File: src/rtl/wdog_twostage.sv
module wdog_twostage #(
  parameter int AW = 12,
  parameter int DW = 32,
  parameter logic [DW-1:0] KEY = 32'h1ACC_E551
) (
  input  logic          clk,
  input  logic          rst_n,
  input  logic [AW-1:0] bus_addr,
  input  logic          bus_we,
  input  logic [DW-1:0] bus_wdata,
  output logic [DW-1:0] bus_rdata,
  output logic          irq,
  output logic          rst_req
);
  localparam logic [AW-1:0] A_RELOAD = AW'('h000);
  localparam logic [AW-1:0] A_COUNT  = AW'('h004);
  localparam logic [AW-1:0] A_CTRL   = AW'('h008);
  localparam logic [AW-1:0] A_ACK    = AW'('h00C);
  localparam logic [AW-1:0] A_RAW    = AW'('h010);
  localparam logic [AW-1:0] A_MASKED = AW'('h014);
  localparam logic [AW-1:0] A_KEY    = AW'('hC00);

  logic [DW-1:0] reload_q, count_q;
  logic [1:0]    ctrl_q;
  logic          pend_q, locked_q, req_q;

  wire wr_ok   = bus_we && !locked_q;
  wire wr_load = wr_ok && bus_addr == A_RELOAD;
  wire wr_ctrl = wr_ok && bus_addr == A_CTRL;
  wire wr_ack  = wr_ok && bus_addr == A_ACK;
  wire run     = ctrl_q[0];
  wire expire  = run && count_q == '0;

  always_ff @(posedge clk) begin
    if (!rst_n) begin
      reload_q <= '1;
      count_q  <= '1;
      ctrl_q   <= '0;
      pend_q   <= 1'b0;
      locked_q <= 1'b0;
      req_q    <= 1'b0;
    end else begin
      if (bus_we && bus_addr == A_KEY) locked_q <= (bus_wdata != KEY);
      if (wr_load) reload_q <= bus_wdata;
      if (wr_ctrl) ctrl_q <= bus_wdata[1:0];

      if (wr_load)      count_q <= bus_wdata;
      else if (wr_ack)  count_q <= reload_q;
      else if (expire)  count_q <= reload_q;
      else if (run)     count_q <= count_q - 1'b1;

      if (wr_ack)      pend_q <= 1'b0;
      else if (expire) pend_q <= 1'b1;

      if (expire && !wr_ack && pend_q && ctrl_q[1]) req_q <= 1'b1;
    end
  end

  always_comb begin
    unique case (bus_addr)
      A_RELOAD: bus_rdata = reload_q;
      A_COUNT:  bus_rdata = count_q;
      A_CTRL:   bus_rdata = DW'(ctrl_q);
      A_RAW:    bus_rdata = DW'(pend_q);
      A_MASKED: bus_rdata = DW'(pend_q & run);
      A_KEY:    bus_rdata = DW'(locked_q);
      default:  bus_rdata = '0;
    endcase
  end

  assign irq     = pend_q & run;
  assign rst_req = req_q;
endmodule

File: config.mk
export PLATFORM = sky130hd
export DESIGN_NAME = wdog_twostage
export DESIGN_NICKNAME = d
export VERILOG_FILES = /design/src/rtl/wdog_twostage.sv
export SDC_FILE = /design/constraint.sdc
export NUM_CORES = 1
export LEC_CHECK = 0
export BUFFER_PORTS_ARGS = -buffer_cell sky130_fd_sc_hd__buf_4
export CAP_MARGIN = 10
export CORE_MARGIN = 4
export CORE_UTILIZATION = 56
export DETAILED_ROUTE_END_ITERATION = 10
export MAX_ROUTING_LAYER = met4
export PLACE_DENSITY_LB_ADDON = 0.15
export SLEW_MARGIN = 10
export SYNTH_ARGS = -nofsm -noshare
export SYNTH_HDL_FRONTEND = slang
export SYNTH_SLANG_ARGS = --single-unit
File: constraint.sdc
create_clock -name clk -period 3.25 [get_ports clk]
set_input_delay 0 -clock clk [delete_from_list [all_inputs] [get_ports clk]]
set_output_delay 0 -clock clk [all_outputs]
set_load 0.02 [all_outputs]
==> flow_summary.ini, run 1 <==
[run_status]
status = finished clean

[logic_synthesis]
synthXorXnorAreaFrac = 0.0373
muxShareOfSynthArea = 0.0142
syn-num-nets = 595
synth_top_family_by_area = simple AND/OR/NAND/NOR gates
synth-seq-cells = 69
synthArstFlopShare = 0
synthCells = 547
synth_area_leader_cell = dfxtp_1
netlist_top_cells_count = nand2_1, dfxtp_1, nor2_1, a21oi_1, a22o_1
synth_cell_types = 65
synth_area_leaders = dfxtp_1, nand2_1, a22o_1, a21oi_1, nor2_1
synthAdderAreaFrac = 0.00296
synth_warnings = 0
synth_compound_area_frac = 0.265
avgSynthCellArea_um2 = 7.73
syn_area_um2 = 4230
synth_edf_count = 0
synth-main-ff-cell = dfxtp_1
yosysMostFrequentCell = nand2_1
synthSimpleGateAreaFrac = 0.309
seq_area_frac_synth = 0.327
synth_top_cell_area_share = 0.327

[floorplanning]
die_w_um = 94.9
start_util = 0.580
core_area_um2 = 7290
die_h_um = 94.9
die-area_um2 = 9010
io_pins = 81
num_rows = 31

[sta]
worst_pin_slew_ns = 0.992
period_minus_slack_ns = 2.76
final_max_slew_viol_count = 0
relSlewSlack = 0.332
setup_viol = 0
fin_setup_tns_ns = 0
max_freq_ghz = 0.363
skew_ns = 0.00907
rsz0062_at_grt = no
min_period_over_period = 0.848
hold_viol = 0

[power_and_ir_drop]
leakage_uw = 0.00216
power_uw = 1800
powerDensity_nw_per_um2 = 330
vdd_drop_max_mv = 0.290

[routing]
routedWlPerCell_um = 21.2
drt_iter0_drc = 495
vias = 4931
viasPerCell = 6.54
routed_wl_mm = 16.0
drc_errors = 0
first_pass_iters = 6
antenna_left = 0

[worst_setup_path]
critPathLaunchType = register
arrival_ns = 3.04
timing.rr.start = count_q[11]$_SDFFE_PN1P_
cp-end-kind = register
path_max_fanout = 18
required_ns = 3.53
worst-setup-path-type = register to register
startpoint = count_q[11]$_SDFFE_PN1P_

[cts]
cts_buffer_depth = 2
cts_num_sinks = 69
cts_tree = done
clk_latency_ns = 0.36
cts_setup_buffers = 0
ctsHtreeMaxLevel = 3
cts_resized = 0
clock-root-buffer = clkbuf_8
path_clk_slew_ns = 0.08
numCtsBuffers = 9

[min_path]
hold_start = bus_addr[10]
hold_path.class = primary input to register

[final_layout]
drive_gt1_frac = 0.191
nets = 698
area_growth_pct = 29.2
n_antenna_cell = 0

[global_routing]
grt_pass1_wl_mm = 24.8
grt_pass1_vias = 4664
antenna_found_initial = 0
grt_max_degree = 39
overflow = 0
grt_usage = 0.373

[placed_design]
dp_hpwl_mm = 10.8
portBuffers = 80
gp_congestion = 0.997

[flow_run]
maxCapViolCount = 0
[sequential cells by signal, indices dropped and copies added (netlist names)]
| signal | cells |
|---|---|
| count_q | 32 |
| ctrl_q | 2 |
| locked_q | 1 |
| pend_q | 1 |
| reload_q | 32 |
| rst_req | 1 |
[cell usage in the layout, fill, tap and decap left out, types with 6 or more instances in the layout]
cell type      instances
o211ai_1              13
nor3_1                16
nand3_1               20
nand4_1               11
a21o_1                19
a22oi_1                8
dfxtp_1               69
nand2_1               98
o21ai_0                8
a21oi_1               37
buf_4                 95
nor4_1                16
xnor2_1               11
mux2i_1                6
dlygate4sd3_1         32
inv_1                  8
clkbuf_8              10
nor2_1                43
xor2_1                 7
a22o_1                30
[final timing paths]
check,cells past startpoint,slack [ns],endpoint
setup / recovery,7,0.49,count_q[13]$_SDFFE_PN1P_
hold / removal,3,0.02,locked_q$_SDFFE_PN0P_
setup reg to reg,7,0.49,count_q[13]$_SDFFE_PN1P_
hold reg to reg,1,0.48,rst_req$_SDFFE_PN0P_
[power breakdown]
| part | switching (µW) | internal, µW | total [µW] |
|---|---|---|---|
| registers | 0.230 | 845 | 845 |
| clock network | 353 | 455 | 807 |
| logic | 73.3 | 75.4 | 149 |
[cell type report]
type | instances | area, µm²
Inverter | 8 | 30.0
Sequential cell | 69 | 1380
Tap cell | 99 | 124
Fill cell | 586 | 1830
Timing Repair Buffer | 127 | 1030
Multi-Input combinational cell | 435 | 2670
Clock buffer | 11 | 141
Clock inverter | 5 | 83.8
[repair_timing]
item | CTS | global route
hold buffers | 32 | 0
setup endpoints to repair | 0 | 0
hold endpoints to repair | 48 | 0
[worst max-delay path: stages (launching register included)]
cell and delay, ns:
dfxtp_1 0.39, nor4_1 0.79, and4_1 0.30, buf_4 0.18, nand2_1 0.12, o21ai_4 0.53
a221oi_1 0.17, a21oi_1 0.19
[stage by stage]
stage	cell area (µm²)	utilization	instances	hold slack (ns)	worst slack, ns
finish	5460	0.749	754	0.0205	0.493
global route	5460	0.749	754	0.0514	0.267
CTS	5460	0.749	754	0.00610	0.579
detailed placement	4920	0.675	706	0.239	0.609
global placement	4920	0.675	706	0.228	0.636
floorplan	4230	-	547	0.124	1.00
[routing by layer]
layer | up-vias | global-route usage | wire length [µm]
li1 | 2237 | - | -
met1 | 2293 | 0.457 | 6180
met2 | 335 | 0.595 | 7670
met3 | 66 | 0.0773 | 1490
met4 | 0 | 0.162 | 627
met5 | - | - | 0
[logic make-up after synthesis]
kind of cell	after synthesis
compound gates	155
simple gates	255
fa+ha+maj	1
flops	69
buf+inv	43
xor+xnor	18
mux	6
Power figures use the tool's default switching activity.
==> inputs of run 2 (changes only) <==
- ABC_AREA: default -> 1
- CORE_UTILIZATION: 56 -> 58
- clock period: 3.25 -> 2.6 ns (I/O delays scaled with it)
==> run 2 against run 1 <==
Synthesized area rose by 17%. Sequential power is 25% higher. Die area is 11% higher.
==> flow_summary.ini, run 2 <==
[placed_design]
portBuffers = 80
post_dp_cell_area_um2 = 5530
dp_cells = 971
gp_congestion = 0.941
dp_hpwl_mm = 11.1

[logic_synthesis]
synth_area_leader_cell = dfxtp_1
synthCells = 810
syn_area_um2 = 4930
synth_edf_count = 0
synth_area_leaders = dfxtp_1, nand2_1, inv_1, nand3_1, o21ai_0
avgSynthCellArea_um2 = 6.09
yosysMostFrequentCell = nand2_1
seq_area_frac_synth = 0.280
synth_top_cell_area_share = 0.280
synthArstFlopShare = 0
synth-seq-cells = 69
netlist_top_cells_count = nand2_1, inv_1, nand3_1, nor2_1, dfxtp_1
synth_warnings = 0
synth_cell_types = 40
synth-main-ff-cell = dfxtp_1
syn-num-nets = 858

[global_routing]
grt_max_degree = 63
antenna_found_initial = 0
grt_pass1_wl_mm = 26.1
grt_usage = 0.331
overflow = 0
grt_pass1_vias = 5486

[floorplanning]
die-area_um2 = 10000
num_rows = 33
die_h_um = 100
core_area_um2 = 8260
start_util = 0.597
io_pins = 81
die_w_um = 100

[min_path]
hold_start = bus_we
hold_path_depth = 4
min_delay_worst_endpoint = locked_q$_SDFFE_PN0P_
hold_path.class = primary input to register

[worst_setup_path]
critPathLaunchType = register
cp-end-kind = register
worst-setup-path-type = register to register
required_ns = 2.84
timing.rr.start = count_q[0]$_SDFFE_PN1P_
ff2ff_path_depth = 10
arrival_ns = 2.43
reg2reg_to = count_q[30]$_SDFFE_PN1P_
path_max_fanout = 13
ff2ff_setup_slack_ns = 0.42

[final_layout]
instances_no_fill = 1018
final_cell_mix = nand2_1, inv_1, buf_4
final_cell_area_um2 = 6100
n_antenna_cell = 0
drive_gt1_frac = 0.165
final_core_util = 0.738
area_growth_pct = 23.7
final_common_cell = nand2_1
nets = 956
largestRegisters = count_q (32), reload_q (32), ctrl_q (2)

[sta]
hold_slack_ns = 0.0640
rsz0062_at_grt = no
fin_setup_tns_ns = 0
final_max_slew_viol_count = 0
period_minus_slack_ns = 2.18
skew_ns = 0.00838
relSlewSlack = 0.533
min_period_over_period = 0.839
setup_viol = 0
worst_pin_slew_ns = 0.701
hold_viol = 0
max_freq_ghz = 0.458

[routing]
drt_iter0_drc = 409
viasPerCell = 5.59
routed_wl_mm = 15.8
first_pass_iters = 7
vias = 5690
routedWlPerCell_um = 15.5
drc_errors = 0
antenna_left = 0

[cts]
clock-root-buffer = clkbuf_8
cts_tree = done
cts_resized = 0
numCtsBuffers = 9
ctsHtreeMaxLevel = 3
clk_latency_ns = 0.36
cts_buffer_depth = 2
cts_num_sinks = 69
path_clk_slew_ns = 0.08

[power_and_ir_drop]
leakage_uw = 0.00314
powerDensity_nw_per_um2 = 388
vdd_drop_max_mv = 0.260

[flow_run]
maxCapViolCount = 0

[run_status]
status = finished clean
[run 2: cell count changes after synthesis, moves of 19 or more]
cell and change:
a21oi_1 -27, o21ai_0 +55, nand2_1 +140, a22o_1 -30, nand3_1 +63, inv_1 +115
nor2_1 +27, a21o_1 -19
[run 2: area by class of cell]
class / instances / area, µm²
timing repair buffer: 120 / 991
inverter: 132 / 495
clock buffer: 11 / 151
clock inverter: 5 / 106
multi-input combinational: 576 / 2840
sequential: 69 / 1380
tap: 105 / 131
fill: 703 / 2160
[run 2: timing repair]
action	in CTS	in global routing
endpoints found under the hold margin	53	0
hold buffers	31	0
buffers inserted	0	0
endpoints found under the setup margin	0	0
[run 2: cells by family (layout without fill, tap and decap cells)]
kind of cell,after synthesis,count (layout),share of synthesized area
AND/OR/NAND/NOR,458,458,0.423
flip-flops,69,69,0.280
AO/OA/AOI/OAI,102,102,0.124
XOR/XNOR,15,15,0.0266
buffers and inverters,165,268,0.144
adder cells (fa/ha/maj),1,1,0.00254
[run 2: metal layers]
layer / global-route usage / vias to the layer above / wire length [µm]
li1: - / 2767 / -
met1: 0.430 / 2600 / 6660
met2: 0.510 / 271 / 7360
met3: 0.0438 / 52 / 1280
met4: 0.159 / 0 / 483
met5: - / - / 0
[run 2: how the worst max path moves through the flow]
stage	start	endpoint	slack, ns	cells after the start
after global placement	count_q[0]$_SDFFE_PN1P_	count_q[25]$_SDFFE_PN1P_	0.66	10
after detailed placement	count_q[0]$_SDFFE_PN1P_	count_q[27]$_SDFFE_PN1P_	0.48	10
after CTS	count_q[0]$_SDFFE_PN1P_	count_q[30]$_SDFFE_PN1P_	0.46	10
final	count_q[0]$_SDFFE_PN1P_	count_q[30]$_SDFFE_PN1P_	0.42	10
after global routing	count_q[0]$_SDFFE_PN1P_	count_q[30]$_SDFFE_PN1P_	0.30	10
after floorplan	count_q[0]$_SDFFE_PN1P_	count_q[28]$_SDFFE_PN1P_	1.0	12
[run 2: through the flow]
step	total power (µW)	worst slack, ns
final	2360	0.418
after global routing	2430	0.299
after CTS	2360	0.458
after detailed placement	1200	0.482
after global placement	1200	0.657
after floorplan	1130	0.996
[run 2: critical path, stage by stage (launching register included)]
cell     delay, ns
dfxtp_1       0.45
inv_2         0.06
ha_1          0.24
nand2_1       0.17
nor2_1        0.09
nand3_2       0.12
nor2_1        0.09
nor2_2        0.48
nand2_1       0.16
nand3_1       0.14
nand2_1       0.08
[run 2: power by group]
| group | internal, µW | total, µW | switching [µW] |
|---|---|---|---|
| clock | 692 | 1150 | 454 |
| sequential | 1060 | 1060 | 0.390 |
| combinational | 88.2 | 163 | 74.5 |
| total | 1840 | 2360 | 529 |
